--- src/rtl/dispctl_pkg.sv ---
package dispctl_pkg;

  typedef enum logic [2:0] {
    FR_ID, FR_CMD, FR_ADDR, FR_WDATA, FR_RDATA, FR_SKIP
  } frame_state_e;

  localparam logic [2:0] ID_CMD  = 3'b100;
  localparam logic [2:0] ID_WR   = 3'b101;
  localparam logic [2:0] ID_RD   = 3'b110;

  localparam logic [1:0] CLK_RC   = 2'd0;
  localparam logic [1:0] CLK_XTAL = 2'd1;
  localparam logic [1:0] CLK_EXT  = 2'd2;

  typedef struct packed {
    logic       sys_en;
    logic       bias_on;
    logic [1:0] clk_src;
    logic       bias_third;
    logic [1:0] com_sel;
    logic       tone_en;
    logic       tone_4k;
    logic       irq_en;
    logic       tb_en;
    logic       wdt_en;
    logic [2:0] tb_rate;
    logic       test_mode;
  } mode_t;

  localparam mode_t MODE_RESET = '{
    sys_en: 1'b0, bias_on: 1'b0, clk_src: CLK_RC, bias_third: 1'b0,
    com_sel: 2'b00, tone_en: 1'b0, tone_4k: 1'b0, irq_en: 1'b0,
    tb_en: 1'b0, wdt_en: 1'b0, tb_rate: 3'b111, test_mode: 1'b0
  };

endpackage

--- src/rtl/dispctl_frame_rx.sv ---
module dispctl_frame_rx
  import dispctl_pkg::*;
#(
  parameter int ADDR_W = 6,
  parameter int DATA_W = 4,
  parameter int CMD_W  = 9
) (
  input  logic              clk,
  input  logic              rst_n,
  input  logic              cs_n,
  input  logic              wr_n,
  input  logic              rd_n,
  input  logic              data_in,
  output logic              mem_we,
  output logic [ADDR_W-1:0] mem_addr,
  output logic [DATA_W-1:0] mem_wdata,
  input  logic [DATA_W-1:0] mem_rdata,
  output logic              cmd_fire,
  output logic [CMD_W-2:0]  cmd_code,
  output logic              data_out,
  output logic              data_oe
);
  localparam int CNT_W = $clog2(CMD_W + 1);
  localparam int BIT_W = (DATA_W > 1) ? $clog2(DATA_W) : 1;

  frame_state_e          state;
  logic [CNT_W-1:0]      cnt;
  logic [CMD_W-2:0]      shreg;
  logic [ADDR_W-1:0]     addr;
  logic [DATA_W-1:0]     nib;
  logic [BIT_W-1:0]      rcnt;
  logic                  wr_q, rd_q, dout, drive;
  logic                  wr_rise, rd_fall, rd_rise;
  logic [2:0]            id_word;

  assign wr_rise  = wr_n & ~wr_q;
  assign rd_fall  = ~rd_n & rd_q;
  assign rd_rise  = rd_n & ~rd_q;
  assign id_word  = {shreg[1:0], data_in};

  assign cmd_fire = ~cs_n & wr_rise & (state == FR_CMD) & (cnt == CNT_W'(CMD_W - 1));
  assign cmd_code = shreg;
  assign mem_we   = ~cs_n & wr_rise & (state == FR_WDATA) & (cnt == CNT_W'(DATA_W - 1));
  assign mem_addr = addr;
  always_comb begin
    mem_wdata = nib;
    mem_wdata[DATA_W-1] = data_in;
  end

  assign data_out = dout;
  assign data_oe  = drive;

  always_ff @(posedge clk or negedge rst_n) begin
    if (!rst_n) begin
      state <= FR_ID;
      cnt   <= '0;
      shreg <= '0;
      addr  <= '0;
      nib   <= '0;
      rcnt  <= '0;
      wr_q  <= 1'b1;
      rd_q  <= 1'b1;
      dout  <= 1'b0;
      drive <= 1'b0;
    end else begin
      wr_q <= wr_n;
      rd_q <= rd_n;
      if (cs_n) begin
        state <= FR_ID;
        cnt   <= '0;
        shreg <= '0;
        rcnt  <= '0;
        drive <= 1'b0;
      end else if (wr_rise) begin
        unique case (state)
          FR_ID: begin
            shreg <= {shreg[CMD_W-3:0], data_in};
            if (cnt == CNT_W'(2)) begin
              cnt <= '0;
              unique case (id_word)
                ID_CMD:  state <= FR_CMD;
                ID_WR:   state <= FR_ADDR;
                ID_RD:   state <= FR_ADDR;
                default: state <= FR_SKIP;
              endcase
            end else begin
              cnt <= cnt + 1'b1;
            end
          end
          FR_CMD: begin
            shreg <= {shreg[CMD_W-3:0], data_in};
            cnt   <= (cnt == CNT_W'(CMD_W - 1)) ? '0 : cnt + 1'b1;
          end
          FR_ADDR: begin
            addr <= {addr[ADDR_W-2:0], data_in};
            if (cnt == CNT_W'(ADDR_W - 1)) begin
              cnt   <= '0;
              rcnt  <= '0;
              state <= (shreg[2:0] == ID_WR) ? FR_WDATA : FR_RDATA;
            end else begin
              cnt <= cnt + 1'b1;
            end
          end
          FR_WDATA: begin
            nib[cnt[BIT_W-1:0]] <= data_in;
            if (cnt == CNT_W'(DATA_W - 1)) begin
              cnt  <= '0;
              rcnt <= '0;
              addr <= addr + 1'b1;
            end else begin
              cnt <= cnt + 1'b1;
            end
          end
          default: ;
        endcase
      end else if (rd_fall) begin
        if (state == FR_RDATA) begin
          dout  <= mem_rdata[cnt[BIT_W-1:0]];
          drive <= 1'b1;
          if (cnt == CNT_W'(DATA_W - 1)) begin
            cnt  <= '0;
            addr <= addr + 1'b1;
          end else begin
            cnt <= cnt + 1'b1;
          end
        end else if (state == FR_WDATA) begin
          dout  <= mem_rdata[rcnt];
          drive <= 1'b1;
          rcnt  <= rcnt + 1'b1;
        end
      end else if (rd_rise) begin
        drive <= 1'b0;
      end
    end
  end


  oe_off_when_deselected_chk: assert property (@(posedge clk) disable iff (!rst_n)
    cs_n |=> !data_oe);


  addr_step_after_write_chk: assert property (@(posedge clk) disable iff (!rst_n)
    mem_we |=> mem_addr == $past(mem_addr) + 1'b1);


  skip_holds_until_deselect_chk: assert property (@(posedge clk) disable iff (!rst_n)
    (state == FR_SKIP && !cs_n) |=> state == FR_SKIP);


  deselect_returns_to_id_chk: assert property (@(posedge clk) disable iff (!rst_n)
    cs_n |=> (state == FR_ID && cnt == '0));

endmodule

--- src/rtl/dispctl_ram.sv ---
module dispctl_ram #(
  parameter int ADDR_W = 6,
  parameter int DATA_W = 4
) (
  input  logic              clk,
  input  logic              rst_n,
  input  logic              we,
  input  logic [ADDR_W-1:0] addr,
  input  logic [DATA_W-1:0] wdata,
  output logic [DATA_W-1:0] rdata
);
  localparam int DEPTH = 1 << ADDR_W;

  logic [DATA_W-1:0] cells [DEPTH];

  for (genvar g = 0; g < DEPTH; g++) begin : g_cell
    always_ff @(posedge clk or negedge rst_n) begin
      if (!rst_n)
        cells[g] <= '0;
      else if (we && addr == ADDR_W'(g))
        cells[g] <= wdata;
    end
  end

  assign rdata = cells[addr];

endmodule

--- src/rtl/dispctl_mode_regs.sv ---
module dispctl_mode_regs
  import dispctl_pkg::*;
#(
  parameter int CODE_W = 8
) (
  input  logic              clk,
  input  logic              rst_n,
  input  logic              cmd_fire,
  input  logic [CODE_W-1:0] cmd_code,
  output mode_t             mode,
  output logic              clr_tb,
  output logic              clr_wdt
);
  always_ff @(posedge clk or negedge rst_n) begin
    if (!rst_n) begin
      mode    <= MODE_RESET;
      clr_tb  <= 1'b0;
      clr_wdt <= 1'b0;
    end else begin
      clr_tb  <= 1'b0;
      clr_wdt <= 1'b0;
      if (cmd_fire) begin
        casez (cmd_code)
          8'b0000_0000: begin mode.sys_en <= 1'b0; mode.bias_on <= 1'b0; end
          8'b0000_0001: mode.sys_en  <= 1'b1;
          8'b0000_0010: mode.bias_on <= 1'b0;
          8'b0000_0011: mode.bias_on <= 1'b1;
          8'b0000_0100: mode.tb_en   <= 1'b0;
          8'b0000_0101: mode.wdt_en  <= 1'b0;
          8'b0000_0110: mode.tb_en   <= 1'b1;
          8'b0000_0111: mode.wdt_en  <= 1'b1;
          8'b0000_1000: mode.tone_en <= 1'b0;
          8'b0000_1001: mode.tone_en <= 1'b1;
          8'b0000_1101: clr_tb  <= 1'b1;
          8'b0000_1111: clr_wdt <= 1'b1;
          8'b0001_01??: mode.clk_src <= CLK_XTAL;
          8'b0001_10??: mode.clk_src <= CLK_RC;
          8'b0001_11??: mode.clk_src <= CLK_EXT;
          8'b0010_????: if (cmd_code[3:2] != 2'b11) begin
                          mode.com_sel    <= cmd_code[3:2];
                          mode.bias_third <= cmd_code[0];
                        end
          8'b010?_????: mode.tone_4k <= 1'b1;
          8'b011?_????: mode.tone_4k <= 1'b0;
          8'b100?_????: mode.irq_en  <= cmd_code[3];
          8'b101?_????: mode.tb_rate <= cmd_code[2:0];
          8'b1110_0000: mode.test_mode <= 1'b1;
          8'b1110_0011: mode.test_mode <= 1'b0;
          default: ;
        endcase
      end
    end
  end


  sys_off_drops_bias_chk: assert property (@(posedge clk) disable iff (!rst_n)
    (cmd_fire && cmd_code == 8'h00) |=> (!mode.sys_en && !mode.bias_on));


  clr_tb_single_cycle_chk: assert property (@(posedge clk) disable iff (!rst_n)
    clr_tb |=> !clr_tb);


  clr_wdt_single_cycle_chk: assert property (@(posedge clk) disable iff (!rst_n)
    clr_wdt |=> !clr_wdt);


  clr_exclusive_chk: assert property (@(posedge clk) disable iff (!rst_n)
    !(clr_tb && clr_wdt));


  idle_mode_stable_chk: assert property (@(posedge clk) disable iff (!rst_n)
    !$past(cmd_fire) |-> $stable(mode));

endmodule

--- src/rtl/dispctl_top.sv ---
module dispctl_top
  import dispctl_pkg::*;
#(
  parameter int ADDR_W = 6,
  parameter int DATA_W = 4,
  parameter int CMD_W  = 9
) (
  input  logic       clk,
  input  logic       rst_n,
  input  logic       cs_n,
  input  logic       wr_n,
  input  logic       rd_n,
  input  logic       data_in,
  output logic       data_out,
  output logic       data_oe,
  output logic       sys_en,
  output logic       bias_on,
  output logic [1:0] clk_src,
  output logic       bias_third,
  output logic [1:0] com_sel,
  output logic       tone_en,
  output logic       tone_4k,
  output logic       irq_en,
  output logic       tb_en,
  output logic       wdt_en,
  output logic [2:0] tb_rate,
  output logic       test_mode,
  output logic       clr_tb,
  output logic       clr_wdt
);
  logic              mem_we;
  logic [ADDR_W-1:0] mem_addr;
  logic [DATA_W-1:0] mem_wdata, mem_rdata;
  logic              cmd_fire;
  logic [CMD_W-2:0]  cmd_code;
  mode_t             mode;

  dispctl_frame_rx #(.ADDR_W(ADDR_W), .DATA_W(DATA_W), .CMD_W(CMD_W)) u_rx (
    .clk(clk), .rst_n(rst_n), .cs_n(cs_n), .wr_n(wr_n), .rd_n(rd_n),
    .data_in(data_in), .mem_we(mem_we), .mem_addr(mem_addr),
    .mem_wdata(mem_wdata), .mem_rdata(mem_rdata), .cmd_fire(cmd_fire),
    .cmd_code(cmd_code), .data_out(data_out), .data_oe(data_oe)
  );

  dispctl_ram #(.ADDR_W(ADDR_W), .DATA_W(DATA_W)) u_ram (
    .clk(clk), .rst_n(rst_n), .we(mem_we), .addr(mem_addr),
    .wdata(mem_wdata), .rdata(mem_rdata)
  );

  dispctl_mode_regs #(.CODE_W(CMD_W - 1)) u_mode (
    .clk(clk), .rst_n(rst_n), .cmd_fire(cmd_fire), .cmd_code(cmd_code),
    .mode(mode), .clr_tb(clr_tb), .clr_wdt(clr_wdt)
  );

  assign sys_en     = mode.sys_en;
  assign bias_on    = mode.bias_on;
  assign clk_src    = mode.clk_src;
  assign bias_third = mode.bias_third;
  assign com_sel    = mode.com_sel;
  assign tone_en    = mode.tone_en;
  assign tone_4k    = mode.tone_4k;
  assign irq_en     = mode.irq_en;
  assign tb_en      = mode.tb_en;
  assign wdt_en     = mode.wdt_en;
  assign tb_rate    = mode.tb_rate;
  assign test_mode  = mode.test_mode;

endmodule

--- config.mk ---
export PLATFORM = sky130hd
export DESIGN_NAME = dispctl_top
export DESIGN_NICKNAME = d
export VERILOG_FILES = /design/src/rtl/dispctl_pkg.sv /design/src/rtl/dispctl_frame_rx.sv /design/src/rtl/dispctl_ram.sv /design/src/rtl/dispctl_mode_regs.sv /design/src/rtl/dispctl_top.sv
export SDC_FILE = /design/constraint.sdc
export NUM_CORES = 1
export LEC_CHECK = 0
export CAP_MARGIN = 40
export CORE_ASPECT_RATIO = 1.1
export CORE_MARGIN = 5
export CORE_UTILIZATION = 47
export CTS_BUF_LIST = sky130_fd_sc_hd__clkbuf_4 sky130_fd_sc_hd__clkbuf_8
export DETAILED_ROUTE_END_ITERATION = 8
export PLACE_DENSITY_LB_ADDON = 0.08
export SLEW_MARGIN = 25
export SYNTH_ARGS = -nofsm -noshare
export SYNTH_HDL_FRONTEND = slang
export SYNTH_SLANG_ARGS = --single-unit
--- constraint.sdc ---
create_clock -name clk -period 7 [get_ports clk]
set_clock_uncertainty 0.15 [all_clocks]
set_input_delay 1.75 -clock clk [delete_from_list [all_inputs] [get_ports clk]]
set_output_delay 1.75 -clock clk [all_outputs]
set_load 0.01 [all_outputs]
==> flow_summary.yaml, run 1 <==
cells_and_area:
  nets: 1161
  final_cell_area_um2: 16300
  post-route-util_pct: 53.4
  drive_gt1_share_pct: 38.1
  antennaDiodeCount: 0
  num-fill-cells: 2640
  syn_to_final_growth_pct: 11.7
logic_synthesis:
  ys_ff_latch: 304
  synth_edf_count: 0
  async_flop_share_pct: 100
  yosys_warnings: 0
  synth_nets: 1140
  synthFlopType: "dfrtp_1"
  ys_types: 64
  netlist_area_um2: 14600
  yosysSeqAreaShare_pct: 52.0
  synth_cells: 1126
  avgSynthCellArea_um2: 13.0
placement:
  dp_slack_ns: 2.11
  post-dp-hpwl_um: 22900
  post_dp_cell_area_um2: 15200
  io_buffers: 25
  place.gp.congestion: 0.843
worst_setup_path:
  crit_required_ns: 7.30
  ff2ff_setup_slack_ns: 3.70
  worstPathArrival_ns: 4.66
  cp-endpoint: "u_ram.cells[50]$_DFFE_PN0P_"
  startpoint: "wr_n"
  crit_path_end_kind: "register"
  regToRegEndpoint: "u_ram.cells[50]$_DFFE_PN0P_"
  reg2reg_depth: 6
  timing.rr.start: "u_rx.cnt[1]$_DFFE_PN0P_"
  startpoint_type: "input port"
  cp_max_fo: 16
  crit_type: "input port to register"
drt:
  firstDrtPassIters: 5
  drtIter0Drc: 683
  routed_wirelength_um: 35600
  ant_nets: 0
  wl_per_cell_um: 22.3
  drc_errors: 0
  via_per_inst: 5.80
  vias: 9273
grt:
  grt_max_degree: 155
  grt_pass1_vias: 9688
  grt_antenna_before_repair: 0
  grt_overflow: 0
  track_usage_pct: 21.0
  grt_pass1_wl_um: 58000
sta:
  max_freq_mhz: 230
  finalCritPeriodShare_pct: 62.2
  finalCriticalPeriod_ns: 4.36
  setup_viol: 0
  drv_slew: 0
  worst_slack_ns: 2.64
  relSlewSlack_pct: 39.2
  hold_viol_final: 0
  fin_tns_setup_ns: 0
  worst_pin_slew_ns: 0.913
  rsz0062_at_grt: "false"
cts:
  cts_tree: "done"
  numCtsBuffers: 53
  cts_hold_buf: 0
  cts_resized: 0
  post-cts-setup-buffers: 0
  cts_sinks: 304
  clk_pin_slew_ns: 0.05
  cts-root-buf: "clkbuf_8"
  clock_path_buffers: 3
  insertion_delay_ns: 0.57
  cts-htree-levels: 2
power_and_ir_drop:
  leakage_nw: 7.41
  p_per_area_nw_per_um2: 252
  vdd.ir_drop.worst_v: 0.000149
die:
  fp.dieW_um: 178
  start_util_pct: 47.8
  ioPinCount: 26
  die_height_um: 195
  num_rows: 67
  core_um2: 30600
  die-area_um2: 34800
worst_hold_path:
  hold_class: "register to register"
flow_run:
  maxCapViolCount: 0
outcome:
  run_status: "completed"
## layout by cell type (no fill, tap or decap), drive strengths merged, types with 19 or more instances in the layout
cell           Yosys  final
dfrtp            299    299
mux2             271    271
clkdlybuf4s50      0     23
mux4              41     41
o21ai             19     19
nor2              85     85
a21oi             26     26
nand2             66     66
clkbuf            51     91
buf               25     19
mux2i             53     53
nand3             27     27
## registers in the layout (all words and copies together) (netlist names)
| register | cells |
|---|---|
| u_mode.clr_tb | 1 |
| u_mode.clr_wdt | 1 |
| u_mode.mode | 16 |
| u_ram.cells | 256 |
| u_rx.cmd_code | 8 |
| u_rx.cnt | 4 |
| u_rx.data_oe | 1 |
| u_rx.data_out | 1 |
| u_rx.mem_addr | 6 |
| u_rx.nib | 3 |
| u_rx.rcnt | 2 |
| u_rx.rd_q | 1 |
| u_rx.state | 3 |
| u_rx.wr_q | 1 |
## worst max-delay path, cell delays in order
cell,delay [ns]
clkdlybuf4s50_1,0.51
nand2b_1,0.22
nor3_2,0.39
and2_1,0.25
nand3_1,0.54
nor2_1,0.60
mux2_2,0.39
## cell families (layout without fill, tap and decap cells)
family	count (synthesis)	in the layout	synth area share (%)
AO/OA/AOI/OAI	117	117	5.40
buffers and inverters	84	143	2.68
AND/OR/NAND/NOR	247	247	8.30
adder cells (fa/ha/maj)	8	8	0.684
XOR/XNOR	1	1	0.0599
flip-flops	304	304	52.0
multiplexers	365	365	30.8
## layer usage
layer / routed length (µm) / up-vias / GRT usage, %
li1: - / 4168 / -
met1: 16600 / 4850 / 31.4
met2: 16900 / 194 / 32.7
met3: 1360 / 61 / 2.80
met4: 786 / 0 / 5.54
met5: 0 / - / 0
## cells in the mapped netlist (10+ instances only)
cell	n	share of area [%]
a21oi_1	26	0.89
a221oi_1	10	0.60
a22oi_1	18	0.92
buf_2	10	0.34
clkbuf_1	49	1.3
dfrtp_1	299	51
mux2_2	268	21
mux2i_1	53	3.6
mux4_2	41	6.3
nand2_1	66	1.7
nand3_1	27	0.92
nor2_1	75	1.9
nor2b_1	14	0.60
nor3_1	10	0.34
o21ai_0	19	0.65
## stage by stage
step	hold slack [ns]	std cells	total power [mW]
detailed placement	0.323	1505	2.44
global placement	0.316	1503	2.44
CTS	0.330	1598	4.18
global route	0.350	1599	4.31
floorplan	0.324	1126	2.24
finish	0.326	1599	4.13
## final cells by class
| class | count | area [µm²] | area share (%) |
|---|---|---|---|
| Multi-Input combinational cell | 738 | 6630 | 40.5 |
| Clock buffer | 91 | 1140 | 6.97 |
| Inverter | 8 | 30.0 | 0.184 |
| Timing Repair Buffer | 42 | 399 | 2.44 |
| Clock inverter | 2 | 12.5 | 0.0765 |
| Tap cell | 414 | 518 | 3.17 |
| Sequential cell | 304 | 7620 | 46.6 |
## power breakdown
| part | total (mW) | switching (mW) | internal, mW |
|---|---|---|---|
| sequential | 1.85 | 0.0733 | 1.77 |
| combinational | 0.556 | 0.357 | 0.199 |
| clock | 1.72 | 0.711 | 1.01 |
## worst min path at each step
stage | depth (start not counted) | end | slack [ns] | startpoint
2_1_floorplan | 1 | u_ram.cells[182]$_DFFE_PN0P_ | 0.32 | u_ram.cells[182]$_DFFE_PN0P_
3_3_place_gp | 2 | u_mode.mode[7]$_DFFE_PN0P_ | 0.32 | u_mode.mode[7]$_DFFE_PN0P_
3_5_place_dp | 2 | u_mode.mode[1]$_DFFE_PN1P_ | 0.32 | u_mode.mode[1]$_DFFE_PN1P_
4_1_cts | 2 | u_mode.mode[1]$_DFFE_PN1P_ | 0.33 | u_mode.mode[1]$_DFFE_PN1P_
5_1_grt | 2 | u_mode.mode[7]$_DFFE_PN0P_ | 0.35 | u_mode.mode[7]$_DFFE_PN0P_
6_report | 2 | u_mode.mode[1]$_DFFE_PN1P_ | 0.33 | u_mode.mode[1]$_DFFE_PN1P_
No activity file was read; power rests on OpenSTA's default activity.
==> run 2: changes to the inputs <==
==> constraint.sdc (replaced) <==
create_clock -name clk -period 4.4 [get_ports clk]
set_clock_uncertainty 0.15 [all_clocks]
set_input_delay 1.1 -clock clk [delete_from_list [all_inputs] [get_ports clk]]
set_output_delay 1.1 -clock clk [all_outputs]
set_load 0.01 [all_outputs]
==> run 2 against run 1 <==
Against the previous run:
- critical path type unchanged
- clock power grew 55%
- critical endpoint is now u_ram.cells[226]$_DFFE_PN0P_
- die area stayed put
- non-clock buffer count rose by 18
- final cell count grew 1.0%
- highest routed layer unchanged
==> flow_summary.yaml, run 2 (synthesis gave the netlist of run 1 again) <==
sta:
  worst_pin_slew_ns: 0.867
  rsz0062_at_grt: "false"
  max_freq_mhz: 297
  fin_tns_setup_ns: 0
  relSlewSlack_pct: 42.2
  finalCritPeriodShare_pct: 76.4
  drv_slew: 0
  hold-worst-slack_ns: 0.327
  hold_viol_final: 0
  setup_viol: 0
  finalCriticalPeriod_ns: 3.36
cts:
  cts-htree-levels: 2
  cts_sinks: 304
  cts_resized: 0
  clk_pin_slew_ns: 0.06
  cts-root-buf: "clkbuf_8"
  post-cts-setup-buffers: 0
  clock_path_buffers: 3
  numCtsBuffers: 51
  cts_hold_buf: 0
  cts_tree: "done"
  insertion_delay_ns: 0.59
grt:
  grt_max_degree: 107
  grt_pass1_vias: 9758
  grt_overflow: 0
  grt_pass1_wl_um: 58300
  track_usage_pct: 21.4
  grt.met3_usage_pct: 3.95
  grt.busiest_layer: "met2"
  grt.met1_usage_pct: 30.8
  grt_antenna_before_repair: 0
  use_met2_pct: 33.5
cells_and_area:
  final_common_cell: "dfrtp_1"
  largest-register: "u_ram.cells"
  final_cells: 1615
  nets: 1177
  final_cell_mix: "dfrtp_1 (294), mux2_2 (268), nor2_1 (75)"
  drive_gt1_share_pct: 39.0
  antennaDiodeCount: 0
  num-fill-cells: 2625
  syn_to_final_growth_pct: 12.7
  largest_reg_flops: 256
  post-route-util_pct: 53.9
worst_setup_path:
  worstPathArrival_ns: 3.69
  startpoint_type: "input port"
  crit_path_end_kind: "register"
  cp_max_fo: 9
  crit_type: "input port to register"
  crit_required_ns: 4.73
worst_hold_path:
  hold_class: "register to register"
die:
  die_height_um: 195
  num_rows: 67
  ioPinCount: 26
  core_um2: 30600
  start_util_pct: 47.8
  die-area_um2: 34800
  fp.dieW_um: 178
power_and_ir_drop:
  fin_total_pwr_mw: 6.56
  swShare_pct: 27.8
  p_per_area_nw_per_um2: 398
  clkPwrFrac_pct: 40.8
  vdd.ir_drop.worst_v: 0.000221
  power.net_switching_mw: 1.82
  leakage_nw: 7.49
  p_comb_share_pct: 14.3
  p_seq_share_pct: 45.0
  p_int_mw: 4.73
placement:
  place.gp.congestion: 0.839
  io_buffers: 25
  dp.cells: 1522
  post-dp-hpwl_um: 23800
drt:
  via_per_inst: 5.79
  drtIter0Drc: 513
  vias: 9343
  firstDrtPassIters: 4
  routed_wirelength_um: 36200
  drc_errors: 0
  wl_per_cell_um: 22.4
  ant_nets: 0
flow_run:
  maxCapViolCount: 0
outcome:
  run_status: "completed"
[run 2: changes by cell type in the layout (fill, tap and decap cells not counted), sizes merged]
cell and change:
clkbuf -6, buf +18, clkinv +3, bufinv +1
[run 2: area by class of cell]
cell class                      count  area (µm²)  area share (%)
Clock buffer                       85        1040            6.34
Clock inverter                      6        57.6           0.349
Inverter                            8        30.0           0.182
Multi-Input combinational cell    738        6630            40.2
Sequential cell                   304        7620            46.2
Tap cell                          414         518            3.14
Timing Repair Buffer               60         591            3.58
[run 2: worst paths after layout]
kind                                               from                            to  slack, ns  depth (start not counted)
min                          u_mode.mode[7]$_DFFE_PN0P_    u_mode.mode[7]$_DFFE_PN0P_       0.33                          2
max in group asynchronous                         rst_n  u_ram.cells[145]$_DFFE_PN0P_       2.70                          2
max                                                wr_n  u_ram.cells[226]$_DFFE_PN0P_       1.04                          8
max reg2reg                u_rx.mem_addr[0]$_DFFE_PN0P_     u_rx.data_out$_DFFE_PN0P_       1.26                          7
min in group asynchronous                         rst_n  u_ram.cells[254]$_DFFE_PN0P_       0.39                          1
min reg2reg                  u_mode.mode[7]$_DFFE_PN0P_    u_mode.mode[7]$_DFFE_PN0P_       0.33                          2
[run 2: worst max-delay path: stages]
cell and delay, ns:
clkdlybuf4s50_1 0.52, nand2b_1 0.11, nor3_2 0.33, nand2_1 0.11, or3_1 0.58, buf_8 0.26, nor2_1 0.30, mux2_2 0.38
[run 2: power by group through the flow]
stage	Combinational [mW]	Clock, mW	Sequential (mW)
2_1_floorplan	0.679	0	2.89
3_3_place_gp	0.851	0	3.06
3_5_place_dp	0.913	0	3.01
4_1_cts	0.917	2.75	2.96
5_1_grt	0.997	2.87	2.96
6_report	0.936	2.67	2.95
[run 2: routing by layer]
metal | vias to the layer above | wire [µm]
met1 | 4892 | 16500
met4 | 0 | 802
met3 | 61 | 1760
li1 | 4196 | -
met5 | - | 0
met2 | 194 | 17100
[run 2: through the flow]
step | instance area (µm²) | setup slack [ns]
after floorplan | 14600 | 1.34
after global routing | 16500 | 0.928
after global placement | 15300 | 0.398
after CTS | 16500 | 1.10
after detailed placement | 15400 | 0.466
final | 16500 | 1.04
==> run 3: changes to the inputs <==
==> constraint.sdc (replaced) <==
create_clock -name clk -period 3.2 [get_ports clk]
set_clock_uncertainty 0.15 [all_clocks]
set_input_delay 0.8 -clock clk [delete_from_list [all_inputs] [get_ports clk]]
set_output_delay 0.8 -clock clk [all_outputs]
set_load 0.01 [all_outputs]
==> run 3 against run 2 <==
Against the previous run:
- first-iteration DRC count grew 1.2%
- hold slack got worse by 0.28 ns
- clock power is 33% higher
- design area up 3.1%
- non-clock buffer count is 73 higher
- core utilization grew 1.7 points
==> flow_summary.yaml, run 3 (synthesis gave the netlist of run 1 again) <==
outcome:
  run_status: "completed"
cts:
  numCtsBuffers: 52
  cts_hold_buf: 0
  post-cts-setup-buffers: 0
  cts_tree: "done"
  insertion_delay_ns: 0.60
  cts-htree-levels: 2
  cts-root-buf: "clkbuf_8"
  clock_path_buffers: 3
  cts_resized: 0
  clk_pin_slew_ns: 0.06
  cts_sinks: 304
worst_setup_path:
  crit_path_end_kind: "register"
  worstPathArrival_ns: 3.09
  crit_required_ns: 3.53
  startpoint_type: "register"
  crit_type: "register to register"
  cp_max_fo: 12
  reg2reg_depth: 7
placement:
  io_buffers: 25
  dp.cells: 1597
  place.gp.congestion: 0.832
  dp_slack_ns: -0.0765
  post_dp_cell_area_um2: 16000
  post-dp-hpwl_um: 25000
grt:
  grt_overflow: 0
  grt_pass1_vias: 10000
  grt_antenna_before_repair: 0
  grt_max_degree: 78
  track_usage_pct: 21.6
  grt_pass1_wl_um: 58800
power_and_ir_drop:
  power.net_switching_mw: 2.52
  vdd.ir_drop.worst_v: 0.000300
  p_seq_share_pct: 44.6
  clkPwrFrac_pct: 39.5
  swShare_pct: 28.1
  p_comb_share_pct: 15.9
  fin_total_pwr_mw: 8.97
  leakage_nw: 7.85
  p_int_mw: 6.46
  p_per_area_nw_per_um2: 528
cells_and_area:
  largest-register: "u_ram.cells"
  post-route-util_pct: 55.6
  largest_reg_flops: 256
  final_cell_area_um2: 17000
  final_cells: 1681
  syn_to_final_growth_pct: 16.3
  final_common_cell: "dfrtp_1"
  nets: 1251
  drive_gt1_share_pct: 42.1
  final_cell_mix: "dfrtp_1 (294), mux2_2 (268), buf_4 (99)"
  antennaDiodeCount: 0
drt:
  via_per_inst: 5.72
  wl_met2_um: 17500
  vias: 9614
  wl_per_cell_um: 21.9
  routed_wirelength_um: 36800
  drc_errors: 0
  drtIter0Drc: 519
  wl_met3_um: 1490
  wl_met1_um: 17000
  routed.top_layer: "met4"
  ant_nets: 0
  firstDrtPassIters: 4
sta:
  rsz0062_at_grt: "false"
  finalCritPeriodShare_pct: 86.3
  worst_slack_ns: 0.440
  fin_tns_setup_ns: 0
  worst_pin_slew_ns: 0.714
  hold_viol_final: 0
  setup_viol: 0
  drv_slew: 0
  finalCriticalPeriod_ns: 2.76
  hold-worst-slack_ns: 0.0480
  max_freq_mhz: 362
  relSlewSlack_pct: 52.4
die:
  die_height_um: 195
  core_um2: 30600
  num_rows: 67
  ioPinCount: 26
  fp.dieW_um: 178
  start_util_pct: 47.8
  die-area_um2: 34800
flow_run:
  maxCapViolCount: 0
worst_hold_path:
  hold_class: "input port to asynchronous set/reset pin"
## run 3: worst paths after layout
kind                                              start                           end  slack [ns]
hold / removal                                    rst_n  u_ram.cells[235]$_DFFE_PN0P_        0.05
min in group clk             u_mode.mode[1]$_DFFE_PN1P_    u_mode.mode[1]$_DFFE_PN1P_        0.33
max in group asynchronous                         rst_n  u_ram.cells[134]$_DFFE_PN0P_        1.98
hold reg to reg              u_mode.mode[1]$_DFFE_PN1P_    u_mode.mode[1]$_DFFE_PN1P_        0.33
setup reg to reg           u_rx.mem_addr[0]$_DFFE_PN0P_     u_rx.data_out$_DFFE_PN0P_        0.44
setup / recovery           u_rx.mem_addr[0]$_DFFE_PN0P_     u_rx.data_out$_DFFE_PN0P_        0.44
## run 3: power by group through the flow
stage	logic [mW]	registers [mW]	clock network [mW]
after CTS	1.43	4.00	3.65
final	1.43	4.00	3.55
after global placement	1.43	4.07	0
after detailed placement	1.43	4.07	0
after global routing	1.52	4.01	3.82
after floorplan	0.933	3.97	0
## run 3: final cells by class
class / count / area, µm²
Timing Repair Buffer: 133 / 1170
Clock buffer: 83 / 1030
Clock inverter: 1 / 8.76
Sequential cell: 304 / 7620
Tap cell: 414 / 518
Inverter: 8 / 30.0
Fill cell: 2606 / 13600
Multi-Input combinational cell: 738 / 6630
## run 3: routing by layer
metal,vias to the layer above,track usage (%)
li1,4336,-
met1,5036,30.6
met2,178,34.2
met3,64,4.24
met4,0,6.00
met5,-,0
## run 3: worst max-delay path, cell delays in order, from the launching register on
cell     delay [ns]
dfrtp_2        0.69
buf_4          0.28
mux4_2         0.50
mux2i_1        0.19
o22ai_1        0.14
o32a_1         0.40
o22ai_1        0.20
o41ai_1        0.11
